`src/rtl/stripe_rmw_pkg.sv`:
```
package stripe_rmw_pkg;

   typedef enum logic [2:0] {
      ST_IDLE,
      ST_RD_ISSUE,
      ST_RD_WAIT,
      ST_WR_ISSUE,
      ST_WR_WAIT,
      ST_DONE
   } eng_state_t;

endpackage

```
`src/rtl/stripe_map.sv`:
```
module stripe_map #(
   parameter int LBA_W    = 8,
   parameter int NUM_DATA = 4,
   localparam int NUM_COLS = NUM_DATA + 1,
   localparam int IDX_W    = $clog2(NUM_DATA),
   localparam int COL_W    = $clog2(NUM_COLS),
   localparam int ROW_W    = LBA_W - IDX_W
) (
   input  logic [LBA_W-1:0] lba,
   output logic [ROW_W-1:0] row,
   output logic [COL_W-1:0] data_col,
   output logic [COL_W-1:0] parity_col
);

   logic [IDX_W-1:0] slot;
   logic [COL_W-1:0] slot_col;
   logic [COL_W-1:0] turn;

   // stripe number doubles as the row inside every column
   assign row      = lba[LBA_W-1:IDX_W];
   assign slot     = lba[IDX_W-1:0];
   assign slot_col = COL_W'(slot);

   // parity steps one column lower per stripe, wrapping at column 0
   assign turn       = COL_W'(row % ROW_W'(NUM_COLS));
   assign parity_col = COL_W'(NUM_COLS - 1) - turn;

   // data skips over the parity column
   assign data_col = (slot_col < parity_col) ? slot_col : slot_col + COL_W'(1);

endmodule

```
`src/rtl/rsp_slot.sv`:
```
module rsp_slot #(
   parameter int DATA_W   = 32,
   parameter int NUM_COLS = 5,
   localparam int COL_W   = $clog2(NUM_COLS)
) (
   input  logic                       clk,
   input  logic                       rst_n,
   input  logic                       clear,
   input  logic                       arm,
   input  logic                       load,
   input  logic [COL_W-1:0]           sel,
   input  logic [NUM_COLS-1:0]        rsp_valid,
   input  logic [NUM_COLS*DATA_W-1:0] rsp_data,
   output logic                       got_next,
   output logic [DATA_W-1:0]          data
);

   logic got;
   logic hit;

   assign hit      = arm & rsp_valid[sel];
   assign got_next = got | hit;

   always_ff @(posedge clk) begin
      if (!rst_n) begin
         got  <= 1'b0;
         data <= '0;
      end else begin
         if (clear)
            got <= 1'b0;
         else if (hit)
            got <= 1'b1;
         if (hit && load)
            data <= rsp_data[sel*DATA_W +: DATA_W];
      end
   end

endmodule

```
`src/rtl/stripe_rmw_engine.sv`:
```
module stripe_rmw_engine
   import stripe_rmw_pkg::*;
#(
   parameter int DATA_W   = 32,
   parameter int LBA_W    = 8,
   parameter int NUM_DATA = 4,
   localparam int NUM_COLS = NUM_DATA + 1,
   localparam int IDX_W    = $clog2(NUM_DATA),
   localparam int COL_W    = $clog2(NUM_COLS),
   localparam int ROW_W    = LBA_W - IDX_W
) (
   input  logic                       clk,
   input  logic                       rst_n,
   input  logic                       req_valid,
   input  logic                       req_write,
   input  logic [LBA_W-1:0]           req_lba,
   input  logic [DATA_W-1:0]          req_wdata,
   output logic                       busy,
   output logic                       done,
   output logic [DATA_W-1:0]          rd_data,
   output logic [NUM_COLS-1:0]        col_req_valid,
   output logic [NUM_COLS-1:0]        col_req_write,
   output logic [NUM_COLS*ROW_W-1:0]  col_req_row,
   output logic [NUM_COLS*DATA_W-1:0] col_req_wdata,
   input  logic [NUM_COLS-1:0]        col_rsp_valid,
   input  logic [NUM_COLS*DATA_W-1:0] col_rsp_rdata
);

   // elaboration-time parameter checks
   if (NUM_DATA < 2 || (NUM_DATA & (NUM_DATA - 1)) != 0) begin : g_bad_ndata
      $error("NUM_DATA must be a power of two, at least 2");
   end
   if (ROW_W <= COL_W) begin : g_bad_lba
      $error("LBA_W too narrow for the stripe rotation");
   end
   if (DATA_W < 1) begin : g_bad_data
      $error("DATA_W must be positive");
   end

   eng_state_t       st;
   logic             is_wr_q;
   logic [COL_W-1:0] dcol_q, pcol_q;
   logic [ROW_W-1:0] row_q;
   logic [DATA_W-1:0] wdata_q;

   logic [ROW_W-1:0] map_row;
   logic [COL_W-1:0] map_dcol, map_pcol;

   logic             got_nx   [2];
   logic [DATA_W-1:0] slot_data [2];
   logic [DATA_W-1:0] new_par;
   logic             issuing, waiting;

   stripe_map #(
      .LBA_W   (LBA_W),
      .NUM_DATA(NUM_DATA)
   ) u_map (
      .lba       (req_lba),
      .row       (map_row),
      .data_col  (map_dcol),
      .parity_col(map_pcol)
   );

   assign issuing = (st == ST_RD_ISSUE) || (st == ST_WR_ISSUE);
   assign waiting = (st == ST_RD_WAIT)  || (st == ST_WR_WAIT);

   // slot 0 follows the data column, slot 1 the parity column
   for (genvar s = 0; s < 2; s++) begin : g_slot
      rsp_slot #(
         .DATA_W  (DATA_W),
         .NUM_COLS(NUM_COLS)
      ) u_slot (
         .clk      (clk),
         .rst_n    (rst_n),
         .clear    (issuing),
         .arm      (waiting && (s == 0 || is_wr_q)),
         .load     (st == ST_RD_WAIT),
         .sel      ((s == 0) ? dcol_q : pcol_q),
         .rsp_valid(col_rsp_valid),
         .rsp_data (col_rsp_rdata),
         .got_next (got_nx[s]),
         .data     (slot_data[s])
      );
   end

   assign new_par = slot_data[1] ^ slot_data[0] ^ wdata_q;

   for (genvar c = 0; c < NUM_COLS; c++) begin : g_col
      logic on_data, on_par;
      assign on_data = (dcol_q == COL_W'(c));
      assign on_par  = (pcol_q == COL_W'(c)) && is_wr_q;
      assign col_req_valid[c] = issuing && (on_data || on_par);
      assign col_req_write[c] = (st == ST_WR_ISSUE);
      assign col_req_row[c*ROW_W +: ROW_W]    = row_q;
      assign col_req_wdata[c*DATA_W +: DATA_W] = on_par ? new_par : wdata_q;
   end

   always_ff @(posedge clk) begin
      if (!rst_n) begin
         st      <= ST_IDLE;
         is_wr_q <= 1'b0;
         dcol_q  <= '0;
         pcol_q  <= '0;
         row_q   <= '0;
         wdata_q <= '0;
      end else begin
         unique case (st)
            ST_IDLE: begin
               if (req_valid) begin
                  is_wr_q <= req_write;
                  dcol_q  <= map_dcol;
                  pcol_q  <= map_pcol;
                  row_q   <= map_row;
                  wdata_q <= req_wdata;
                  st      <= ST_RD_ISSUE;
               end
            end
            ST_RD_ISSUE: st <= ST_RD_WAIT;
            ST_RD_WAIT: begin
               if (got_nx[0] && (got_nx[1] || !is_wr_q))
                  st <= is_wr_q ? ST_WR_ISSUE : ST_DONE;
            end
            ST_WR_ISSUE: st <= ST_WR_WAIT;
            ST_WR_WAIT: begin
               if (got_nx[0] && got_nx[1])
                  st <= ST_DONE;
            end
            ST_DONE: st <= ST_IDLE;
            default: st <= ST_IDLE;
         endcase
      end
   end

   assign busy    = (st != ST_IDLE);
   assign done    = (st == ST_DONE);
   assign rd_data = slot_data[0];

endmodule

```
`config.mk`:
```
export PLATFORM = sky130hd
export DESIGN_NAME = stripe_rmw_engine
export DESIGN_NICKNAME = d
export VERILOG_FILES = /design/src/rtl/stripe_rmw_pkg.sv /design/src/rtl/stripe_map.sv /design/src/rtl/rsp_slot.sv /design/src/rtl/stripe_rmw_engine.sv
export SDC_FILE = /design/constraint.sdc
export NUM_CORES = 1
export LEC_CHECK = 0
export BUFFER_PORTS_ARGS = -buffer_cell sky130_fd_sc_hd__buf_2
export CAP_MARGIN = 40
export CELL_PAD_IN_SITES_DETAIL_PLACEMENT = 1
export CELL_PAD_IN_SITES_GLOBAL_PLACEMENT = 1
export CORE_AREA = 4 4 172 174
export CTS_CLUSTER_DIAMETER = 40
export CTS_CLUSTER_SIZE = 40
export DETAILED_ROUTE_END_ITERATION = 12
export DIE_AREA = 0 0 176 178
export MAX_ROUTING_LAYER = met4
export PLACE_DENSITY = 0.82
export SYNTH_ARGS = -nofsm -noshare
export SYNTH_HDL_FRONTEND = slang
export SYNTH_SLANG_ARGS = --single-unit
```
`constraint.sdc`:
```
create_clock -name clk -period 6.65 [get_ports clk]
set_clock_uncertainty 0.05 [all_clocks]
set_input_delay 0.665 -clock clk [delete_from_list [all_inputs] [get_ports clk]]
set_output_delay 0.665 -clock clk [all_outputs]
set_load 0.005 [all_outputs]
```
Word-level counts from Yosys, hierarchy flattened:

Index checks and enable logic that the tools add are counted.

* add/sub/neg operators: 2
* divide/modulo/power cells: 1
* $lt $le $gt $ge: 3
* equality and inequality tests: 16
* shift-type cells: 2
* multiplexer cells: 15
* bitwise gates (word level): 7
* reductions and logical operators: 31

Operator list (number)
* $shiftx 160x9->32: 2
* $mux 32: 5
* $xor 32x32->32: 2
* $eq 3x2->1 const B: 6
* $logic_and 1x1->1: 15
* $mux 3: 5
* $pmux 3 s5: 1
* $eq 3x3->1 const B: 4
* $eq 3x1->1 const B: 3
* $logic_not 3->1: 3
* $logic_or 1x1->1: 8
* $lt 3x4->1 const B: 2
* $bmux 1 s3: 2
* $mod 6x3->6 const B: 1
* $ne 2x2->1 const B: 2
* $add 2x1->3 const B: 1
* $lt 2x3->1: 1
* $reduce_and 3->1: 1
* $reduce_bool 3->1: 1
* $sub 3x3->3 const A: 1
* $and 1x1->1: 2
* $mux 1: 2
* $ne 2x1->1 const B: 1
* $or 1x1->1: 2
* other kinds (4): 4

* register bits: 114
* input port bits: 209
* output and inout port bits: 234
* word-level logic and storage cells: 87

Logic depth before layout (Yosys ltp):

Gate-level depths: netlist of run 1.

* depth after elaboration: 9
* depth in mapped cells: 20

Hierarchy:

From an unflattened synthesis of run 1, not the netlist that was laid out.

* cells, all modules: 1184
* area total of the unflattened synthesis: 10191.0 um2

By module, submodules not included
* rsp_slot: times used 2, cells each 202, area an instance 2362.3 um2
* stripe_rmw_engine: times used 1, cells each 680, area an instance 4722.0 um2
* stripe_map: times used 1, cells each 100, area an instance 744.5 um2

Least setup slack after synthesis of run 1:

Ideal clock, no wire load.

* path type: input-to-reg
* start: input req_lba[6]
* end: register dcol_q[0]
* library setup time: 0.074 ns
* data arrival time: 3.832 ns
* required time: 6.526 ns
* setup slack: 2.694 ns
* stages: 20
* buffers on the path: 2
* cells stage by stage: buf_6 -> nor2b_4 -> xnor2_1 -> nor3_1 -> nor3_1 -> ha_1 -> buf_2 -> nand2b_1 -> a32oi_1 -> a21oi_2 -> nor3b_4 -> nor2_1 -> a21oi_1 -> xnor2_1 -> ha_1 -> nor4_1 -> mux2i_1 -> o211ai_2 -> or3_1 -> a31oi_1

* cells in the longest elaborated chain, start to end: 4

Ends and longest elaborated chain
* from (decl): line stripe_rmw_engine.sv:16 `input logic [LBA_W-1:0] req_lba,`
* $mod 6x3->6: line stripe_map.sv:25 `assign turn = COL_W'(row % ROW_W'(NUM_COLS));`
* $sub 3x3->3: line stripe_map.sv:26 `assign parity_col = COL_W'(NUM_COLS - 1) - turn;`
* $lt 2x3->1: line stripe_map.sv:29 `assign data_col = (slot_col < parity_col) ? slot_col : slot_col + COL_W'(1);`
* $mux 3: line stripe_map.sv:29
* to (signal assigned): line stripe_rmw_engine.sv:111 `dcol_q <= map_dcol;`
* to (decl): line stripe_rmw_engine.sv:42 `logic [COL_W-1:0] dcol_q, pcol_q;`

No other way between the ends.
A chain may end at the register's enable or synchronous reset.

Final worst setup path of run 1:

Same ends and word-level chain as after synthesis.

==> results.py, run 1 <==
metrics = {
    "layout": {
        "final_area_mm2": 0.0123,
        "nNetsFinal": 1676,
        "utilization_pct": 44.1,
        "drive_gt1_share_pct": 39.4,
        "fill_cells": 3469,
        "fin_cells": 1858,
        "syn_to_final_growth_pct": 30.9,
    },
    "placement": {
        "gp_congestion": 0.872,
        "pre_cts_ws_ns": 1.98,
        "portBuffers": 442,
        "placed_cells": 1822,
        "placed_cell_area_mm2": 0.0117,
        "dpl.hpwl_um": 31100,
    },
    "cts": {
        "root_buffer": "clkbuf_16",
        "cts_hold_buf": 0,
        "cts_buffer_depth": 2,
        "path_clk_slew_ns": 0.06,
        "ctsResizeCount": 0,
        "htree_num_levels": 4,
        "clock-sinks": 114,
        "cts_tree": "yes",
        "cts_made_buffers": 17,
        "clk_latency_ns": 0.40,
        "post_cts.repair.setup_buffers": 0,
    },
    "synth": {
        "ys_ff_latch": 114,
        "synth_compound_area_share_pct": 15.4,
        "ys_async_sr_fraction_pct": 0,
        "yosysTopAreaCell": "dfxtp_1",
        "synthAdderAreaFrac_pct": 0.535,
        "yosysTopAreaCellShare_pct": 24.4,
        "synthSimpleGateAreaFrac_pct": 16.7,
        "synth_top_family_by_area": "XOR/XNOR gates",
        "ys_top_cells_by_count": "252 x nand2_1, 165 x xnor2_1, 114 x dfxtp_1",
        "synth_most_common_cell": "nand2_1",
        "muxShareOfSynthArea_pct": 16.5,
        "synth-xor-area-share_pct": 18.6,
        "ys_top_cells_by_area": "dfxtp_1 24%, mux4_2 16%, xnor2_1 15%",
        "synth_nets": 1344,
        "synth_cell_types": 52,
        "synth_area_per_cell_um2": 8.28,
        "synth_edf_count": 0,
        "yosysSeqAreaShare_pct": 24.4,
        "yosysWarnings": 0,
        "syn_inst": 1131,
        "netlist_area_mm2": 0.00936,
        "synth_top_flop_cell": "dfxtp_1",
    },
    "pwr": {
        "sw_frac_of_total_pct": 37.6,
        "power_frac_seq_pct": 30.2,
        "pwr-share-clk_pct": 29.5,
        "power.internal_mw": 1.91,
        "power_frac_comb_pct": 40.3,
        "total_power_mw": 3.06,
        "worst_ir_drop_vdd_uv": 138,
        "p_per_area_mw_per_mm2": 250,
        "p_switching_mw": 1.15,
        "leakagePower_nw": 5.31,
    },
    "drt": {
        "routed-via-count": 9920,
        "viasPerCell": 5.34,
        "wirelength_um": 41000,
        "drc": 0,
        "avgRoutedWirePerCell_um": 22.1,
        "dr.pass1.iters": 4,
        "ant_nets": 0,
        "drtIter0Drc": 674,
    },
    "min_path": {
        "hp-start": "req_wdata[24]",
        "holdPathStages": 3,
        "hold_end": "wdata_q[24]",
        "hp-class": "input pin to register",
    },
    "critical_path": {
        "startpoint": "req_lba[6]",
        "r2r_end": "g_slot[1].u_slot.data[9]",
        "endpoint_kind": "register",
        "cp_num_buf_inv": 1,
        "r2r_cells": 8,
        "cp-start-kind": "input pin",
        "crit_arrival_ns": 4.63,
        "crit_path_frequent_cell": "nor3_1",
        "cp.required_ns": 6.93,
        "slowest_stage": "ha_1",
        "crit_family": "simple AND/OR/NAND/NOR gates",
        "cp_slowest_stage_delay_ns": 0.44,
        "crit_chain": "buf_2 -> nor2b_4 -> xnor2_1 -> nor3_1 -> nor3_1 -> ha_1 -> nand2b_1 -> o21ai_0 -> a21o_1 -> nor3b_4 -> nor2_1 -> a21oi_1 -> xnor2_1 -> ha_1 -> nor3_1 -> mux2i_1 -> o211ai_2 -> or3_1 -> a31oi_1",
        "reg2reg_from": "pcol_q[1]",
        "r2r_slack_ns": 3.22,
        "worstPathMaxFanout": 10,
        "worstSetupPathType": "input pin to register",
    },
    "sta": {
        "fin_ws_ns": 2.29,
        "hold_violations": 0,
        "final_max_slew_viol_count": 0,
        "rsz0062_at_grt": "no",
        "setup_viol": 0,
        "fin_crit_sh_pct": 65.5,
        "relSlewSlack_pct": 40.6,
        "worst_pin_slew_ns": 0.890,
        "whs_ns": 0.445,
        "post-route-min-period_ns": 4.36,
        "fmax_mhz": 230,
        "setup_tns_ns": 0,
    },
    "global_routing": {
        "use_met1_pct": 28.9,
        "globalRouteOverflowTotal": 0,
        "track_usage_pct": 26.0,
        "grt_max_degree": 65,
        "antenna_found_initial": 5,
        "grtUsageMet2_pct": 45.9,
        "use_met3_pct": 5.26,
        "grt_pass1_vias": 10700,
        "grt_pass1_wl_um": 60900,
        "grt_busiest_layer": "met2",
    },
    "die": {
        "design.portCount": 443,
        "die_area_mm2": 0.0313,
        "fp.coreArea_mm2": 0.0278,
        "dieHeight_um": 178,
        "start_util_pct": 33.7,
        "die_width_um": 176,
        "row_count": 61,
    },
    "outcome": {
        "status": "finished clean",
    },
    "job": {
        "maxCapViolCount": 0,
    },
}
==> placed cells by master, fill, tap and decap left out, types with 3 or more instances in the layout <==
cell,netlist,layout
a211oi_1,65,65
a21oi_1,48,48
a22oi_1,67,67
a31oi_1,4,4
and3_1,4,3
buf_12,0,3
buf_16,0,4
buf_2,18,442
buf_4,29,9
clkbuf_16,0,17
clkinv_2,0,5
clkinv_4,0,3
dfxtp_1,114,110
diode_2,0,6
ha_1,4,4
inv_1,8,8
mux2i_1,6,6
mux4_2,66,66
nand2_1,252,251
nand2b_1,5,5
nor2_1,85,83
nor2b_1,4,3
nor2b_4,4,5
nor3_1,5,4
o21ai_0,10,10
xnor2_1,165,165
xor2_1,34,34
==> layout make-up <==
type	instances	area [um2]	share of cell area, %
Tap cell	378	473	3.86
Antenna cell	6	15.0	0.123
Timing Repair Buffer	459	2460	20.1
Sequential cell	114	2290	18.7
Clock inverter	10	111	0.909
Multi-Input combinational cell	860	6390	52.2
Inverter	11	43.8	0.357
Clock buffer	20	457	3.73
==> worst max-delay path by stage <==
stage                      to  cells after the start
floorplan           dcol_q[0]                     20
global placement    dcol_q[0]                     19
detailed placement  dcol_q[0]                     19
CTS                 dcol_q[0]                     19
global route        dcol_q[0]                     19
finish              dcol_q[0]                     19
==> registers in the layout, summed over array words and instances, names as in the netlist <==
register / flops
dcol_q: 3
g_slot.u_slot.data: 64
g_slot.u_slot.got: 2
is_wr_q: 1
pcol_q: 3
row_q: 6
st: 3
wdata_q: 32
==> layer usage <==
metal,up-vias,wire length [um],part of all wire [%]
met5,-,0,0
met4,0,1410,3.4
met3,69,2980,7.3
met2,481,20700,51
met1,4822,15900,39
li1,4548,-,-
==> worst register-to-register path, cell delays in order, from the launching register on <==
cell	delay, ns
dfxtp_2	0.46
buf_4	0.35
nor3_2	0.20
buf_4	0.49
a22o_1	0.28
nor2b_4	0.61
buf_4	0.50
nor2_1	0.11
a211oi_1	0.26
==> logic make-up after synthesis <==
group / after synthesis
and+or+nand+nor: 375
AOI/OAI and AO/OA: 210
xor gates and xnor gates: 199
buffers and inverters: 157
DFF: 114
muxes: 72
adders and majority gates: 4
==> power by group through the flow <==
stage               registers [mW]  clock network, mW  logic (mW)
floorplan                    0.808                  0       0.859
global placement             0.944                  0        1.16
detailed placement           0.937                  0        1.23
CTS                          0.923              0.930        1.24
global route                 0.940              0.961        1.33
finish                       0.923              0.902        1.23
Power figures use the tool's default switching activity.
==> run 2: changes to the inputs <==
Settings changed: CORE_AREA 4 4 172 174 to unset, CORE_MARGIN set to 4, CORE_UTILIZATION set to 30, DIE_AREA 0 0 176 178 to unset, PLACE_DENSITY 0.82 to 0.78.
Clock period 6.65 ns to 4 ns, I/O delays scaled along.
==> run 2 against run 1 <==
  * Design area grew 0.20%
  * Worst setup slack got worse by 1.9 ns
  * Final cell count grew 1.7%
  * Non-clock buffer count rose by 7
  * Critical path depth did not move
  * Highest routed layer unchanged
  * Critical path type unchanged
  * Critical endpoint unchanged
  * Clock power up 71%
  * Hold slack worse by 0.27 ns
  * Combinational power increased by 66%
==> results.py, run 2 (synthesis results as in run 1) <==
metrics = {
    "layout": {
        "final_area_mm2": 0.0123,
        "nNetsFinal": 1683,
        "syn_to_final_growth_pct": 31.1,
        "layout_common_cells": "442 x buf_2, 251 x nand2_1, 165 x xnor2_1",
        "largest_reg_flops": 64,
        "top_register": "g_slot.u_slot.data",
        "reg_top3": "g_slot.u_slot.data x64, wdata_q x32, row_q x6",
        "final_common_cell": "buf_2",
        "drive_gt1_share_pct": 39.9,
    },
    "global_routing": {
        "grt_max_degree": 60,
        "track_usage_pct": 23.3,
        "grt_pass1_wl_um": 59800,
        "globalRouteOverflowTotal": 0,
        "grt_pass1_vias": 10400,
        "antenna_found_initial": 8,
    },
    "sta": {
        "hold_violations": 0,
        "setup_viol": 0,
        "fmax_mhz": 278,
        "relSlewSlack_pct": 46.7,
        "fin_ws_ns": 0.404,
        "setup_tns_ns": 0,
        "worst_pin_slew_ns": 0.797,
        "fin_crit_sh_pct": 89.9,
        "post-route-min-period_ns": 3.60,
        "final_max_slew_viol_count": 0,
    },
    "cts": {
        "clk_latency_ns": 0.40,
        "cts_buffer_depth": 2,
        "htree_num_levels": 4,
        "clock-sinks": 114,
        "cts_tree": "yes",
        "path_clk_slew_ns": 0.06,
        "cts_made_buffers": 17,
        "root_buffer": "clkbuf_16",
        "post_cts.repair.setup_buffers": 0,
    },
    "placement": {
        "portBuffers": 442,
        "pre_cts_ws_ns": -0.0231,
        "placed_cell_area_mm2": 0.0117,
        "dpl.hpwl_um": 30400,
        "gp_congestion": 0.893,
    },
    "drt": {
        "dr.pass1.iters": 4,
        "viasPerCell": 5.22,
        "ant_nets": 0,
        "drtIter0Drc": 479,
        "wirelength_um": 40200,
        "drc": 0,
        "avgRoutedWirePerCell_um": 21.3,
        "routed-via-count": 9868,
    },
    "critical_path": {
        "worstPathMaxFanout": 9,
        "crit_arrival_ns": 3.86,
        "cp.required_ns": 4.27,
        "cp_slowest_stage_delay_ns": 0.39,
        "cp-start-kind": "input pin",
        "worstSetupPathType": "input pin to register",
        "crit_chain": "buf_2 -> nor2b_4 -> xnor2_1 -> nor3_1 -> nor3_2 -> ha_1 -> nand2b_1 -> a21oi_1 -> o22ai_1 -> nor3b_4 -> nor2_1 -> a21oi_1 -> xnor2_1 -> ha_1 -> nor3_1 -> mux2i_1 -> o211ai_2 -> or3_1 -> a31oi_1",
        "endpoint_kind": "register",
        "slowest_stage": "or3_1",
    },
    "die": {
        "start_util_pct": 30.5,
        "row_count": 64,
        "die_width_um": 185,
        "die_area_mm2": 0.0341,
        "fp.coreArea_mm2": 0.0307,
        "design.portCount": 443,
        "dieHeight_um": 185,
    },
    "pwr": {
        "total_power_mw": 5.09,
        "worst_ir_drop_vdd_uv": 227,
        "p_per_area_mw_per_mm2": 415,
        "leakagePower_nw": 5.32,
    },
    "min_path": {
        "hp-class": "input pin to register",
    },
    "outcome": {
        "status": "finished clean",
    },
    "job": {
        "maxCapViolCount": 0,
    },
}
-- run 2: path summary, 6_finish.rpt --
path                                   from                   endpoint  slack (ns)  depth (start not counted)
setup / recovery                 req_lba[4]                  dcol_q[0]        0.40                         19
hold / removal                req_wdata[25]                wdata_q[25]        0.18                          3
setup reg to reg                  pcol_q[0]  g_slot[1].u_slot.data[15]        1.19                          6
hold reg to reg   g_slot[1].u_slot.data[31]  g_slot[1].u_slot.data[31]        0.46                          2
-- run 2: power breakdown --
| group | switching [mW] | internal [mW] | total, mW |
|---|---|---|---|
| clock network | 0.611 | 0.925 | 1.54 |
| registers | 0.266 | 1.26 | 1.52 |
| logic | 1.07 | 0.965 | 2.04 |
| total | 1.95 | 3.15 | 5.09 |
-- run 2: layout make-up --
class	instances	area, um2
Clock inverter	15	159
Sequential cell	114	2290
Clock buffer	17	425
Fill cell	3760	18400
Multi-Input combinational cell	860	6400
Inverter	11	42.5
Timing Repair Buffer	466	2440
Tap cell	396	495
Antenna cell	10	25.0
-- run 2: through the flow --
step	cells	hold slack, ns	util [%]
finish	1889	0.178	40.0
global route	1888	0.158	40.0
CTS	1879	0.152	39.9
detailed placement	1847	0.451	38.0
global placement	1846	0.419	37.9
floorplan	1131	0.397	-
-- run 2: metal layers --
layer | routed length [um] | global-route usage (%)
met4 | 1130 | 7.81
met2 | 20400 | 40.1
met3 | 2240 | 3.87
met1 | 16400 | 27.7
met5 | 0 | -
-- run 2: critical path, delay by kind of cell --
kind	cells	cell delay, ns
AOI/OAI and AO/OA	5	0.87
and+or+nand+nor	8	1.56
muxes	1	0.17
adders and majority gates	2	0.43
xor gates and xnor gates	2	0.28
buffers and inverters	1	0.16
-- run 2: what timing repair did --
| action | CTS | global route |
|---|---|---|
| gates resized for setup | 0 | 1 |
| endpoints found under the hold margin | 0 | 0 |
| endpoints found under the setup margin | 0 | 3 |
| hold buffers | 0 | 0 |
